<file path="src/rtl/serial_arb_pkg.sv">
package serial_arb_pkg;

    typedef enum logic {
        MODE_STREAM = 1'b0,
        MODE_SLAVE  = 1'b1
    } arb_mode_e;

endpackage

</file>
<file path="src/rtl/arb_sync.sv">
module arb_sync #(
    parameter int STAGES    = 2,
    parameter bit RESET_VAL = 1'b0
) (
    input  logic clk,
    input  logic rst_n,
    input  logic async_i,
    output logic sync_o
);

    logic [STAGES-1:0] chain_d;
    logic [STAGES-1:0] chain_q;

    generate
        for (genvar i = 0; i < STAGES; i++) begin : g_stage
            if (i == 0) begin : g_first
                always_comb chain_d[i] = async_i;
            end else begin : g_next
                always_comb chain_d[i] = chain_q[i-1];
            end
        end
    endgenerate

    always_ff @(posedge clk or negedge rst_n) begin
        if (!rst_n) chain_q <= {STAGES{RESET_VAL}};
        else        chain_q <= chain_d;
    end

    assign sync_o = chain_q[STAGES-1];

endmodule

</file>
<file path="src/rtl/arb_fall_qual.sv">
module arb_fall_qual #(
    parameter int MIN_HIGH = 2
) (
    input  logic clk,
    input  logic rst_n,
    input  logic sync_i,
    output logic fall_ok_o
);

    localparam int HW = $clog2(MIN_HIGH + 1);
    localparam logic [HW-1:0] HMAX = HW'(MIN_HIGH);

    logic [HW-1:0] high_d;
    logic [HW-1:0] high_q;

    always_comb begin
        if (!sync_i)          high_d = '0;
        else if (high_q == HMAX) high_d = high_q;
        else                  high_d = high_q + 1'b1;
    end

    always_ff @(posedge clk or negedge rst_n) begin
        if (!rst_n) high_q <= '0;
        else        high_q <= high_d;
    end

    assign fall_ok_o = !sync_i && (high_q == HMAX);

    // a qualified fall needs the line high in the previous sample
    assert_fall_after_high_R3: assert property (@(posedge clk) disable iff (!rst_n)
        fall_ok_o |-> (!sync_i && $past(sync_i)));

endmodule

</file>
<file path="src/rtl/arb_rise_det.sv">
module arb_rise_det (
    input  logic clk,
    input  logic rst_n,
    input  logic sync_i,
    output logic rise_o
);

    logic prev_d;
    logic prev_q;

    always_comb prev_d = sync_i;

    always_ff @(posedge clk or negedge rst_n) begin
        if (!rst_n) prev_q <= 1'b0;
        else        prev_q <= prev_d;
    end

    assign rise_o = sync_i && !prev_q;

endmodule

</file>
<file path="src/rtl/arb_window_fsm.sv">
module arb_window_fsm
    import serial_arb_pkg::*;
#(
    parameter int TIMEOUT = 128
) (
    input  logic      clk,
    input  logic      rst_n,
    input  logic      fall_ok_i,
    input  logic      tick_i,
    input  logic      match_i,
    output arb_mode_e mode_o,
    output logic      restart_o
);

    localparam int CW = (TIMEOUT > 1) ? $clog2(TIMEOUT) : 1;
    localparam logic [CW-1:0] LAST = CW'(TIMEOUT - 1);

    typedef struct packed {
        arb_mode_e     mode;
        logic [CW-1:0] cnt;
        logic          restart;
    } fsm_t;

    fsm_t st_d;
    fsm_t st_q;

    always_comb begin
        st_d         = st_q;
        st_d.restart = 1'b0;
        case (st_q.mode)
            MODE_STREAM: begin
                if (fall_ok_i) begin
                    st_d.mode = MODE_SLAVE;
                    st_d.cnt  = '0;
                end
            end
            MODE_SLAVE: begin
                if (match_i) begin
                    st_d.cnt = '0;
                end else if (tick_i) begin
                    if (st_q.cnt == LAST) begin
                        st_d.mode    = MODE_STREAM;
                        st_d.cnt     = '0;
                        st_d.restart = 1'b1;
                    end else begin
                        st_d.cnt = st_q.cnt + 1'b1;
                    end
                end
            end
            default: st_d = st_q;
        endcase
    end

    always_ff @(posedge clk or negedge rst_n) begin
        if (!rst_n) st_q <= '{mode: MODE_STREAM, cnt: '0, restart: 1'b0};
        else        st_q <= st_d;
    end

    assign mode_o    = st_q.mode;
    assign restart_o = st_q.restart;

    // entering bidirectional mode requires a qualified fall
    assert_enter_on_fall_R2: assert property (@(posedge clk) disable iff (!rst_n)
        (st_q.mode == MODE_SLAVE && $past(st_q.mode) == MODE_STREAM) |-> $past(fall_ok_i));

    // no reversion before the window is full
    assert_no_early_revert_R4: assert property (@(posedge clk) disable iff (!rst_n)
        (st_q.mode == MODE_SLAVE && !(tick_i && st_q.cnt == LAST)) |=> (st_q.mode == MODE_SLAVE));

    // a match keeps the mode and restarts the window
    assert_match_restarts_R5: assert property (@(posedge clk) disable iff (!rst_n)
        (st_q.mode == MODE_SLAVE && match_i) |=> (st_q.mode == MODE_SLAVE && st_q.cnt == '0));

    // the restart pulse lasts one cycle
    assert_restart_single_R9: assert property (@(posedge clk) disable iff (!rst_n)
        st_q.restart |=> !st_q.restart);

    // no count is held while in transmit-only mode
    assert_idle_count_zero_R11: assert property (@(posedge clk) disable iff (!rst_n)
        (st_q.mode == MODE_STREAM) |-> (st_q.cnt == '0));

endmodule

</file>
<file path="src/rtl/serial_mode_arbiter.sv">
module serial_mode_arbiter
    import serial_arb_pkg::*;
#(
    parameter int SYNC_STAGES = 2,
    parameter int MIN_HIGH    = 2,
    parameter int TIMEOUT     = 128
) (
    input  logic clk,
    input  logic rst_n,
    input  logic bclk_i,
    input  logic tclk_i,
    input  logic ctl_valid_i,
    input  logic ctl_hit_i,
    input  logic stream_oe_i,
    input  logic stream_sda_i,
    input  logic slave_oe_i,
    input  logic slave_sda_i,
    output logic stream_en_o,
    output logic slave_en_o,
    output logic stream_rst_o,
    output logic sda_oe_o,
    output logic sda_o
);

    logic      bclk_s;
    logic      tclk_s;
    logic      fall_ok;
    logic      tick;
    arb_mode_e mode;

    arb_sync #(.STAGES(SYNC_STAGES), .RESET_VAL(1'b0)) u_bsync (
        .clk(clk), .rst_n(rst_n), .async_i(bclk_i), .sync_o(bclk_s));

    arb_sync #(.STAGES(SYNC_STAGES), .RESET_VAL(1'b0)) u_tsync (
        .clk(clk), .rst_n(rst_n), .async_i(tclk_i), .sync_o(tclk_s));

    arb_fall_qual #(.MIN_HIGH(MIN_HIGH)) u_fall (
        .clk(clk), .rst_n(rst_n), .sync_i(bclk_s), .fall_ok_o(fall_ok));

    arb_rise_det u_rise (
        .clk(clk), .rst_n(rst_n), .sync_i(tclk_s), .rise_o(tick));

    arb_window_fsm #(.TIMEOUT(TIMEOUT)) u_fsm (
        .clk(clk), .rst_n(rst_n), .fall_ok_i(fall_ok), .tick_i(tick),
        .match_i(ctl_valid_i && ctl_hit_i), .mode_o(mode), .restart_o(stream_rst_o));

    always_comb begin
        stream_en_o = (mode == MODE_STREAM);
        slave_en_o  = (mode == MODE_SLAVE);
        if (mode == MODE_SLAVE) begin
            sda_oe_o = slave_oe_i;
            sda_o    = slave_sda_i;
        end else begin
            sda_oe_o = stream_oe_i;
            sda_o    = stream_sda_i;
        end
    end

    // exactly one engine owns the line
    assert_one_owner_R10: assert property (@(posedge clk) disable iff (!rst_n)
        $onehot({stream_en_o, slave_en_o}));

    // a restart pulse coincides with the streamer regaining the line
    assert_restart_with_stream_R9: assert property (@(posedge clk) disable iff (!rst_n)
        stream_rst_o |-> (stream_en_o && $past(slave_en_o)));

endmodule

</file>
<file path="config.mk">
export PLATFORM = sky130hd
export DESIGN_NAME = serial_mode_arbiter
export DESIGN_NICKNAME = d
export VERILOG_FILES = /design/src/rtl/serial_arb_pkg.sv /design/src/rtl/arb_sync.sv /design/src/rtl/arb_fall_qual.sv /design/src/rtl/arb_rise_det.sv /design/src/rtl/arb_window_fsm.sv /design/src/rtl/serial_mode_arbiter.sv
export SDC_FILE = /design/constraint.sdc
export NUM_CORES = 1
export LEC_CHECK = 0
export BUFFER_PORTS_ARGS = -buffer_cell sky130_fd_sc_hd__buf_2
export CORE_MARGIN = 3
export CORE_UTILIZATION = 50
export DETAILED_ROUTE_END_ITERATION = 8
export PLACE_DENSITY = 0.77
export SLEW_MARGIN = 0
export SYNTH_ARGS = -nofsm -noshare
export SYNTH_HDL_FRONTEND = slang
export SYNTH_SLANG_ARGS = --single-unit
export TNS_END_PERCENT = 30
</file>
<file path="constraint.sdc">
create_clock -name clk -period 3 [get_ports clk]
set_input_delay 0.15 -clock clk [delete_from_list [all_inputs] [get_ports clk]]
set_output_delay 0.15 -clock clk [all_outputs]
set_load 0.02 [all_outputs]
</file>
Word-level counts from Yosys, hierarchy flattened
Cells that the tools add are included.
- muxes and demuxes: 14
- equal/unequal tests: 5
- reduce and logical (&&, ||, !) cells: 6
- bitwise gates (word level): 1
- $add $sub $neg: 2
- operators by type and width (kind ; count):
    $pmux 8 s2 ; 1
    $mux 7 ; 2
    $mux 9 ; 1
    $mux 8 ; 1
    $add 7x1->7 const B ; 1
    $eq 7x7->1 const B ; 1
    $mux 1 ; 7
    $mux 2 ; 2
    $logic_and 1x1->1 ; 3
    $ne 3x2->1 const B ; 1
    $add 2x1->2 const B ; 1
    $eq 2x2->1 const B ; 1
    $logic_not 1->1 ; 2
    $ne 2x1->1 const B ; 1
    $ne 2x2->1 const B ; 1
    $reduce_and 2->1 ; 1
    $not 1->1 ; 1
- input port bits: 10
- flip-flop bits (word level): 16

Longest topological paths before layout
Gate-level depths: netlist of the first run.
- word-level depth: 5
- depth in mapped cells: 6
- mapped depth without buffers: 6

Modules after synthesis
Synthesis of the first run repeated with hierarchy kept, for this count alone.
- cell total of the unflattened synthesis: 66
- area, all modules: 762.0 µm²
- by module, submodules not included (module ; area each (µm²) ; cells each ; instances):
    arb_window_fsm ; 481.7 ; 46 ; 1
    arb_fall_qual ; 108.9 ; 10 ; 1
    arb_sync ; 50.0 ; 2 ; 2
    arb_rise_det ; 38.8 ; 2 ; 1
    serial_mode_arbiter ; 32.5 ; 4 ; 1

Worst setup path before layout of the first run
Ideal clock, no wire load.
- path kind: register -> register
- start point: reg u_fall.high_q[0]
- end point: reg u_fsm.st_q[5] (netlist bit)
- setup slack: 1.525 ns
- data arrival time: 1.354 ns
- period minus slack after synthesis: 1.475 ns
- buffers on the path: 0
- cell stages (with the launch flop): 7
- cells stage by stage: dfrtp_1 inv_1 ha_1 nor2b_1 o22ai_2 a21o_2 a22o_1
- cells in the longest elaborated chain, start to end: 4
- ends and longest elaborated chain (item ; line ; source):
    start: declaration ; arb_fall_qual.sv:14 ; logic [HW-1:0] high_q;
    start signal: assignment ; arb_fall_qual.sv:24 ; else high_q <= high_d;
    $eq 2x2->1 ; arb_fall_qual.sv:27 ; assign fall_ok_o = !sync_i && (high_q == HMAX);
    $logic_and 1x1->1 ; arb_fall_qual.sv:27 ;
    $ne 2x1->1 (no line) ; -- ;
    $reduce_and 2->1 (no line) ; -- ;
    end signal: assignment ; arb_window_fsm.sv:55 ; if (!rst_n) st_q <= '{mode: MODE_STREAM, cnt: '0, restart: 1'b0};
    end signal: assignment ; arb_window_fsm.sv:56 ; else st_q <= st_d;
    end: declaration ; arb_window_fsm.sv:25 ; fsm_t st_q;
No other way between the ends.
A chain may end at the register's enable or synchronous reset.

Worst setup path in the final report of the first run
- start point: reg u_fsm.st_q[1] (netlist bit)
- end point: reg u_fsm.st_q[7] (netlist bit)
- cells in the longest elaborated chain, start to end: 5
- elaborated cells between the ends (all ways): 6
- ends and longest elaborated chain (item ; line ; source):
    $add 7x1->7 / $eq 7x7->1 (equally long branches) ; arb_window_fsm.sv:46, arb_window_fsm.sv:41 ;
    $mux 7 * ; arb_window_fsm.sv:41 ; if (st_q.cnt == LAST) begin
    $mux 9 * ; arb_window_fsm.sv:40 ; end else if (tick_i) begin
    $mux 7 * ; arb_window_fsm.sv:38 ; if (match_i) begin
    $pmux 8 s2 * ; arb_window_fsm.sv:30 ; case (st_q.mode)
Every way passes the cells marked *; elsewhere a longest branch is shown, timed or not. The select of a mux whose other input is x is not followed.

==> impl_results.md, run 1 <==
* Status: finished, final reports clean
* Power Dens Cells at 493.1 nW/um2
* Max Fclk at 0.6198 GHz
* CTS buffer count at 3
* Worst skew pair latency at 0.27 ns
* Gr usage total at 14.81%
* Vias per cell at 5.673
* Initial antenna violation count at 0
* Crit start category: register
* End of the critical path: u_fsm.st_q[7]
* DRT antenna net count at 0
* I/O pin count at 15
* Critical path type: reg2reg
* Worst-path cell chain: ha_1 -> and4_1 -> a2111oi_0 -> o21ai_0 -> o21ai_0
* Cell at the slowest stage of the critical path: dfrtp_1
* Fraction of layout cells with a size suffix above 1 at 29.07%
* Initial core utilization at 54.96%
* Die Height at 44.52 um
* Vias at 573
* Post-layout min period at 1.614 ns
* Largest net degree at the start of global routing at 17
* Clock slew at reported path FFs at 0.08 ns
* Bufs on Longest Clock Path at 2
* Required time of the critical path at 3.20 ns
* # setup viols final at 0
* Postcts setup bufs at 0
* Initial DRC Count at 10
* Crit path buffers/inverters at 0
* RR Endpoint: u_fsm.st_q[7]
* DRC Markers at 0
* Syn avg cell area at 11.07 um2
* Reg area at 400.4 um2
* Critical Path Most Common Cell: o21ai_0
* Number of global-route vias before repair at 560
* Cell depth of the worst setup path at 5
* Reg2reg start: u_fsm.st_q[1]
* Post-synthesis cell type count at 27
* Max_cap viols at 0
* Routed wire length per instance at 12.44 um
* Register bit total from synthesis at 16
* Seq/Total Area, Yosys at 53.96%
* Drt first pass iters at 4
* Die W at 44.52 um
* Final GP Congestion at 0.7195
* Multi-input gate area at 307.8 um2
* Leak at 0.4317 nW
* Row cnt at 13
* Synthesized instance count at 67
* Mapped Nets at 79
* Crit end category: register
* Number of I/O port buffers at 14
* RSZ-0062 raised after global routing: false
* Length in cells of the worst reg-to-reg path at 5
* FF-to-FF setup slack at 1.39 ns
* Yosys warning total at 0
* Post-DP HPWL at 965.5 um
* Ant diodes at 0
* Tightest Pin Transition at 0.4298 ns
* Core area at 1350 um2
* Setup TNS at 0 ns
* Root buffer cell: clkbuf_4
* Filler cells at 116
* Crit-path max FO at 5
* Syn Std Cell Area at 742.0 um2
* Resize count post-CTS at 0
* Final Hold Viols at 0
* Slew margin rel. at 71.25%
* CTS Sinks at 16
* HP Class: in2async
* Met3 Track Usage GR at 3.659%
* Met2 Usage GRT at 26.07%
* Gr ovfl total at 0
* Die area at 1982 um2
* Area Overhead vs Synth at 17.54%
* Slowest stage delay, CP at 0.42 ns
* Worst setup startpoint: u_fsm.st_q[1]
* H-tree Lvls at 1
* Layout Nets at 100
* Delay-heaviest family, CP: compound AO/OA/AOI/OAI gates
* Post-route clock period utilization at 53.78%
* M1 GR Usage at 16.32%
* Final setup skew at 0.004455 ns
* Hold buffer count at cts at 3
* Fin Hold WS at 0.3065 ns
* First-pass GRT wire length at 2166 um
* Gr busiest metal: met2
* Routed WL at 1256 um
* CTS tree: built
* Fin. max-slew vios at 0
* Arr. time, crit path at 1.81 ns
* Worst IR Drop VDD at 0.2693 mV
## synth_stat cells (all sizes together)
library cell	n	area, um2
dfrtp	16	400.4
inv	6	22.52
nor2	6	22.52
nand2	5	18.77
nand3	4	20.02
a21oi	3	15.01
o21ai	3	15.01
a22o	2	18.77
a31oi	2	12.51
and3	2	13.77
ha	2	25.02
mux2	2	22.52
nor2b	2	12.51
a2111oi	1	8.760
a21bo	1	16.27
a21o	1	8.760
and2	1	6.260
and4	1	8.760
buf	1	11.26
mux2i	1	10.01
nand4	1	6.260
nor3	1	16.27
o22ai	1	12.51
o311ai	1	8.760
xor2	1	8.760
## sequential cells by signal, summed over array words and instances, names as in the netlist
signal           flops
u_fall.high_q        2
u_fsm.restart_o      1
u_bsync.chain_q      2
u_tsync.chain_q      2
u_fsm.st_q           7
u_rise.prev_q        1
u_fsm.mode_o         1
## layout by cell type (no fill, tap or decap), types with 2 or more instances in the layout
master	Yosys	routed
buf_2	0	14
nand3_1	4	4
nor2_1	6	6
dlygate4sd3_1	0	3
mux2_2	2	2
o21ai_0	3	3
dfrtp_1	16	16
clkbuf_4	0	3
inv_1	6	6
ha_1	2	2
nor2b_1	2	2
a21oi_1	3	3
nand2_1	5	5
a31oi_1	2	2
## area by class of cell
type,instances,share of cell area (%)
sequential,16,45.91
tap,15,2.152
inverter,6,2.582
multi-input combinational,44,35.29
clock buffer,3,2.582
timing repair buffer,17,11.48
## per-layer routing
metal,vias to the layer above,routed length (um)
met4,0,18
met1,261,543
li1,281,-
met5,-,0
met2,25,592
met3,6,101
## stage by stage
step           utilization, %  std cells  setup WS (ns)  total power [mW]  instance area (um2)
5_1_grt                 64.60        101          1.243            0.4608                872.1
2_1_floorplan               -         67          1.525            0.3043                742.0
3_5_place_dp            60.70         95          1.409            0.3271                819.5
3_3_place_gp            60.70         95          1.473            0.3216                819.5
4_1_cts                 64.60        101          1.390            0.4359                872.1
6_report                64.60        101          1.387            0.4300                872.1
## worst min path at each step
stage           from            endpoint  slack (ns)  depth (start not counted)
6_report       rst_n       u_fsm.st_q[4]        0.31                          2
3_5_place_dp   rst_n       u_fsm.st_q[5]        0.08                          1
3_3_place_gp   rst_n       u_fsm.st_q[5]        0.07                          1
5_1_grt        rst_n       u_fsm.st_q[6]        0.32                          2
2_1_floorplan  rst_n  u_bsync.chain_q[0]       -0.15                          0
4_1_cts        rst_n       u_fsm.st_q[5]        0.32                          2
## power breakdown
group          switching [mW]  internal (mW)  total, mW
Sequential             0.0140          0.234      0.248
Clock                  0.0581         0.0465      0.105
Combinational          0.0406         0.0373     0.0779
## kinds of logic after synthesis
kind of cell / synth area share [%]
AO/OA/AOI/OAI: 15.68
XOR/XNOR: 1.181
adder cells (fa/ha/maj): 3.372
buffers and inverters: 4.553
flip-flops: 53.96
multiplexers: 4.384
AND/OR/NAND/NOR: 16.87
No activity file was read; power rests on OpenSTA's default activity.
==> run 2, diff against run 1 <==
--- a/config.mk
+++ b/config.mk
@@ -5,11 +5,12 @@
 export SDC_FILE = /design/constraint.sdc
 export NUM_CORES = 1
 export LEC_CHECK = 0
+export ABC_AREA = 1
 export BUFFER_PORTS_ARGS = -buffer_cell sky130_fd_sc_hd__buf_2
 export CORE_MARGIN = 3
 export CORE_UTILIZATION = 50
 export DETAILED_ROUTE_END_ITERATION = 8
-export PLACE_DENSITY = 0.77
+export PLACE_DENSITY = 0.76
 export SLEW_MARGIN = 0
 export SYNTH_ARGS = -nofsm -noshare
 export SYNTH_HDL_FRONTEND = slang
==> constraint.sdc (replaced) <==
create_clock -name clk -period 1.6 [get_ports clk]
set_input_delay 0.08 -clock clk [delete_from_list [all_inputs] [get_ports clk]]
set_output_delay 0.08 -clock clk [all_outputs]
set_load 0.02 [all_outputs]
==> run 2 against run 1 <==
  * Maximum frequency rose by 24%
  * Via count rose by 14%
  * Die area rose by 3.6%
  * Sequential power rose by 85%
  * Worst hold slack got worse by 0.17 ns
  * Critical path type unchanged
  * First-iteration DRC count fell by 30%
  * Cell count rose by 30%
  * Sequential cell count did not move
  * Sequential share of layout area fell by 2.8 points
  * Critical endpoint is now u_fsm.st_q[4]
  * Non-clock buffer count did not move
==> impl_results.md, run 2 <==
* Gr usage total at 17.47%
* Slowest stage delay, CP at 0.41 ns
* Vias at 656
* Largest net degree at the start of global routing at 17
* Routed wire length per instance at 11.45 um
* # setup viols final at 0
* Arr. time, crit path at 1.49 ns
* Crit-path max FO at 5
* Worst IR Drop VDD at 0.7014 mV
* First-pass GRT wire length at 2511 um
* Die Height at 45.33 um
* Clock slew at reported path FFs at 0.09 ns
* Final GP Congestion at 0.8164
* FFs w/ async S/R, synth at 100.0%
* Postcts setup bufs at 0
* Max Fclk at 0.7683 GHz
* CTS buffer count at 3
* Tightest Pin Transition at 0.3575 ns
* Mapped Nets at 107
* Most frequent cells after synthesis: nand2_1 (25), dfrtp_1 (16), inv_1 (12), nor2_1 (12), nand2_2 (5)
* Setup TNS at 0 ns
* CTS tree: built
* Length in cells of the worst reg-to-reg path at 7
* Power Dens Cells at 928.3 nW/um2
* Final Hold Viols at 0
* Row cnt at 13
* Worst-path cell chain: inv_1 -> ha_1 -> inv_1 -> o21ai_2 -> nand3_1 -> nor2_1 -> nor2_2
* Initial DRC Count at 7
* Area Overhead vs Synth at 20.06%
* Bufs on Longest Clock Path at 2
* Max_cap viols at 0
* Root buffer cell: clkbuf_4
* Fin. max-slew vios at 0
* Post-route clock period utilization at 81.35%
* Gr ovfl total at 0
* RSZ-0062 raised after global routing: false
* Die W at 45.33 um
* Multi-input gate area at 316.6 um2
* Post-layout min period at 1.302 ns
* Top area cells in the synthesized netlist: dfrtp_1 (52%), nand2_1 (12%), inv_1 (5.8%), nor2_1 (5.8%), nand2_2 (4.0%)
* H-tree Lvls at 1
* Required time of the critical path at 1.79 ns
* I/O pin count at 15
* Most frequent cells in the layout: nand2_1 (25), dfrtp_1 (16), buf_2 (14)
* Hold buffer count at cts at 3
* Routed WL at 1500 um
* Initial antenna violation count at 0
* Status: finished, final reports clean
* Tot Pwr at 0.8619 mW
* Delay-heaviest family, CP: flip-flops
* Drt first pass iters at 4
* Post-synthesis cell type count at 18
* Crit path buffers/inverters at 2
* Number of I/O port buffers at 14
* Ant diodes at 0
* Most flops, register: u_fsm.st_q
* Most frequent cell after synthesis: nand2_1
* Filler cells at 116
* DRT antenna net count at 0
* Worst skew pair latency at 0.29 ns
* Die area at 2054 um2
* Cell taking the most area after synthesis: dfrtp_1
* CTS Sinks at 16
* Core area at 1383 um2
* Register bit total from synthesis at 16
* Resize count post-CTS at 0
* Vias per cell at 5.008
* Number of flops mapped to enable cells by yosys at 0
* Slew margin rel. at 76.16%
* Syn Std Cell Area at 773.2 um2
* Critical path type: reg2reg
* Prevailing post-synth register cell: dfrtp_1
* Reg area at 400.4 um2
* Post-DP HPWL at 1217 um
* Fraction of layout cells with a size suffix above 1 at 27.59%
* Final setup skew at 0.0005810 ns
* Layout Nets at 129
* Synthesized instance count at 95
* Yosys warning total at 0
* Leak at 0.5014 nW
* Crit start category: register
* Commonest non-fill, non-tap cell in the layout: nand2_1
* Cell at the slowest stage of the critical path: dfrtp_1
* Area share of the largest cell type after synthesis at 51.78%
* HP Class: in2reg
* DRC Markers at 0
* Cells on Worst Hold Path at 4
* Syn avg cell area at 8.139 um2
* Initial core utilization at 55.93%
* Number of global-route vias before repair at 599
* Cell depth of the worst setup path at 7
* Max reg flops at 7
* Critical Path Most Common Cell: inv_1
* Seq/Total Area, Yosys at 51.78%
* Crit end category: register
==> run 2: layer usage <==
metal	vias up	routed length, um	track usage (%)
met5	-	0	0
li1	337	-	-
met2	24	710	29.94
met3	7	100	2.789
met1	288	634	20.20
met4	0	55	10.53
==> run 2: final cells by class <==
class | instances | area share (%)
flip-flops and latches | 16 | 43.13
multi-input cells | 64 | 34.10
repair buffers | 17 | 10.78
inverters | 15 | 6.065
clock buffers | 4 | 3.908
well taps | 15 | 2.022
==> run 2: through the flow <==
stage                     instance area (um2)  hold slack [ns]  util [%]  setup slack, ns  instances
after floorplan                         773.2          -0.2156         -           0.4215         95
after global placement                  862.1         0.003253     62.35           0.3625        124
after detailed placement                862.1         0.008942     62.35           0.3240        124
after CTS                               928.4           0.1384     67.15           0.3038        131
after global routing                    928.4           0.1654     67.15           0.1786        131
final                                   928.4           0.1388     67.15           0.2984        131
==> run 2: cell families (layout without fill, tap and decap cells) <==
| family | count (synthesis) | in the layout | share of synthesized area, % |
|---|---|---|---|
| AO/OA/AOI/OAI | 9 | 9 | 6.634 |
| adder cells (fa/ha/maj) | 2 | 2 | 3.236 |
| buffers and inverters | 15 | 36 | 7.281 |
| flip-flops | 16 | 16 | 51.78 |
| AND/OR/NAND/NOR | 53 | 53 | 31.07 |
==> run 2: worst reg2reg max path: stages (launching register included) <==
cell,delay [ns]
dfrtp_1,0.41
inv_1,0.07
ha_1,0.16
inv_1,0.09
o21ai_2,0.18
nand3_1,0.12
nor2_1,0.12
nor2_2,0.05
==> run 2: report_power, final <==
| part | switching (mW) | total (mW) | internal [mW] |
|---|---|---|---|
| clock network | 0.130 | 0.268 | 0.139 |
| registers | 0.0229 | 0.460 | 0.437 |
| logic | 0.0809 | 0.133 | 0.0524 |
| total | 0.234 | 0.862 | 0.628 |
==> run 2: worst paths after layout <==
kind / from / slack, ns / end
min reg2reg: u_tsync.chain_q[0] / 0.36 / u_tsync.chain_q[1]
min in group asynchronous: rst_n / 0.22 / u_fsm.restart_o
max reg2reg: u_fall.high_q[0] / 0.30 / u_fsm.st_q[4]
max: u_fall.high_q[0] / 0.30 / u_fsm.st_q[4]
max in group asynchronous: rst_n / 1.12 / u_fsm.st_q[6]
min: ctl_hit_i / 0.14 / u_fsm.st_q[3]
==> run 3, diff against run 2 <==
--- a/config.mk
+++ b/config.mk
@@ -8,9 +8,9 @@
 export ABC_AREA = 1
 export BUFFER_PORTS_ARGS = -buffer_cell sky130_fd_sc_hd__buf_2
 export CORE_MARGIN = 3
-export CORE_UTILIZATION = 50
+export CORE_UTILIZATION = 46
 export DETAILED_ROUTE_END_ITERATION = 8
-export PLACE_DENSITY = 0.76
+export PLACE_DENSITY = 0.74
 export SLEW_MARGIN = 0
 export SYNTH_ARGS = -nofsm -noshare
 export SYNTH_HDL_FRONTEND = slang
==> constraint.sdc (replaced) <==
create_clock -name clk -period 1.05 [get_ports clk]
set_input_delay 0.0525 -clock clk [delete_from_list [all_inputs] [get_ports clk]]
set_output_delay 0.0525 -clock clk [all_outputs]
set_load 0.02 [all_outputs]
==> run 3 against run 2 <==
  * The run now ends with setup timing left
  * Register-to-register slack worse by 0.48 ns
  * Sequential cell count unchanged
  * Core utilization grew 6.7 points
  * Clock skew is essentially flat
  * Routed wire length grew 26%
  * Cell area is 23% higher
  * Global-route usage grew 1.6 points
  * Via count rose by 14%
  * Setup slack got worse by 0.49 ns
  * Largest power group unchanged
  * Combinational power increased to 2.7 times the previous value
  * Largest cell class unchanged
  * Count of clock-buffer cells in the layout stayed put
==> impl_results.md, run 3 (synthesis gave the netlist of run 2 again) <==
* Initial core utilization at 50.16%
* Power Dens Cells at 1307 nW/um2
* Slew margin rel. at 76.41%
* Area Overhead vs Synth at 47.25%
* Largest net degree at the start of global routing at 17
* Routed wire length per instance at 13.05 um
* Tot Pwr at 1.488 mW
* Setup TNS at -1.592 ns
* Bufs on Longest Clock Path at 2
* I/O pin count at 15
* RSZ-0062 raised after global routing: true
* Setup WS pre-CTS at -0.2221 ns
* Most frequent cells in the layout: nand2_1 (21), dfrtp_1 (15), buf_4 (11)
* Drt first pass iters at 4
* Most flops, register: u_fsm.st_q
* Max reg flops at 7
* Status: complete, but fails checks
* Number of I/O port buffers at 14
* DRT antenna net count at 0
* Gr busiest metal: met2
* Row cnt at 14
* CTS Sinks at 16
* Root buffer cell: clkbuf_4
* Layout Nets at 142
* Commonest non-fill, non-tap cell in the layout: nand2_1
* Crit end category: output port
* Leak at 0.5985 nW
* Die W at 47 um
* Worst-path cell chain: inv_2 -> buf_6 -> nand2_1 -> nand2_1 -> buf_6
* Die area at 2209 um2
* Gr ovfl total at 0
* Final GP Congestion at 0.8596
* Number of global-route vias before repair at 720
* CTS buffer count at 3
* Post-DP HPWL at 1256 um
* Hold path startpoint: ctl_hit_i
* Crit start category: register
* Tightest Pin Transition at 0.3539 ns
* Max_cap viols at 0
* Worst setup startpoint: u_fsm.mode_o
* Critical path type: reg2out
* Arr. time, crit path at 1.19 ns
* Reg2reg start: u_fsm.st_q[2]
* Met3 Track Usage GR at 3.831%
* M1 GR Usage at 20.48%
* Post-route clock period utilization at 118.0%
* Ant diodes at 0
* Setup ws final at -0.1885 ns
* Vias at 749
* Max Fclk at 0.8074 GHz
* Worst IR Drop VDD at 1.072 mV
* Final Hold Viols at 0
* Fin. max-slew vios at 0
* First-pass GRT wire length at 2842 um
* Fraction of layout cells with a size suffix above 1 at 48.06%
* Crit-path max FO at 5
* Die Height at 47 um
* Worst skew pair latency at 0.29 ns
* Failing checks: setup timing
* Cell at the slowest stage of the critical path: dfrtp_2
* Routed WL at 1892 um
* Post-layout min period at 1.239 ns
* Clock slew at reported path FFs at 0.09 ns
* H-tree Lvls at 1
* DRC Markers at 0
* Slowest stage delay, CP at 0.47 ns
* Core area at 1541 um2
* HP Class: in2reg
* CTS tree: built
* Final setup skew at 0.0008052 ns
* Required time of the critical path at 1.00 ns
* Gr usage total at 19.12%
* Met2 Usage GRT at 34.42%
* Vias per cell at 5.166
* # setup viols final at 14
* Initial DRC Count at 13
* Initial antenna violation count at 0
[run 3: where the power goes]
group,internal (mW),switching [mW]
clock,0.211,0.200
sequential,0.666,0.0445
combinational,0.180,0.184
total,1.06,0.429
[run 3: final cells by class]
class,count,area (um2)
clock buffers,4,36.28
fillers,111,402.9
inverters,15,56.30
multi-input cells,64,394.1
flip-flops and latches,16,401.6
well taps,16,20.02
repair buffers,30,230.2
[run 3: final timing paths]
path                       slack (ns)                  to  cells after the start
max in group asynchronous        0.58        u_fsm.mode_o                      2
max reg2reg                     -0.18       u_fsm.st_q[1]                      8
max                             -0.19            sda_oe_o                      5
min                              0.12       u_fsm.st_q[3]                      4
min in group asynchronous        0.19       u_fsm.st_q[3]                      2
min reg2reg                      0.36  u_bsync.chain_q[1]                      0
[run 3: worst max-delay path, delay by kind of cell (launching register included)]
family | cells | cell delay [ns]
flip-flops | 1 | 0.47
buffers and inverters | 3 | 0.31
AND/OR/NAND/NOR | 2 | 0.12
[run 3: per-layer routing]
layer | up-vias | wire length, um
met4 | 0 | 48
met5 | - | 0
met2 | 28 | 952
li1 | 358 | -
met3 | 8 | 102
met1 | 355 | 789
[run 3: stage by stage]
stage / hold slack, ns / cells / utilization [%] / instance area, um2
floorplan: -0.2431 / 95 / - / 774.5
global placement: -0.02007 / 135 / 60.96 / 939.7
detailed placement: -0.01281 / 135 / 60.96 / 939.7
CTS: 0.1157 / 144 / 69.64 / 1074
global route: 0.1399 / 145 / 73.86 / 1139
finish: 0.1171 / 145 / 73.86 / 1139
[run 3: timing repair]
action,in CTS,in global routing
pin swaps,4,9
endpoints found under the hold margin,18,0
hold buffers,3,0
endpoints found under the setup margin,15,15
resized for setup,15,19
setup buffers,2,1
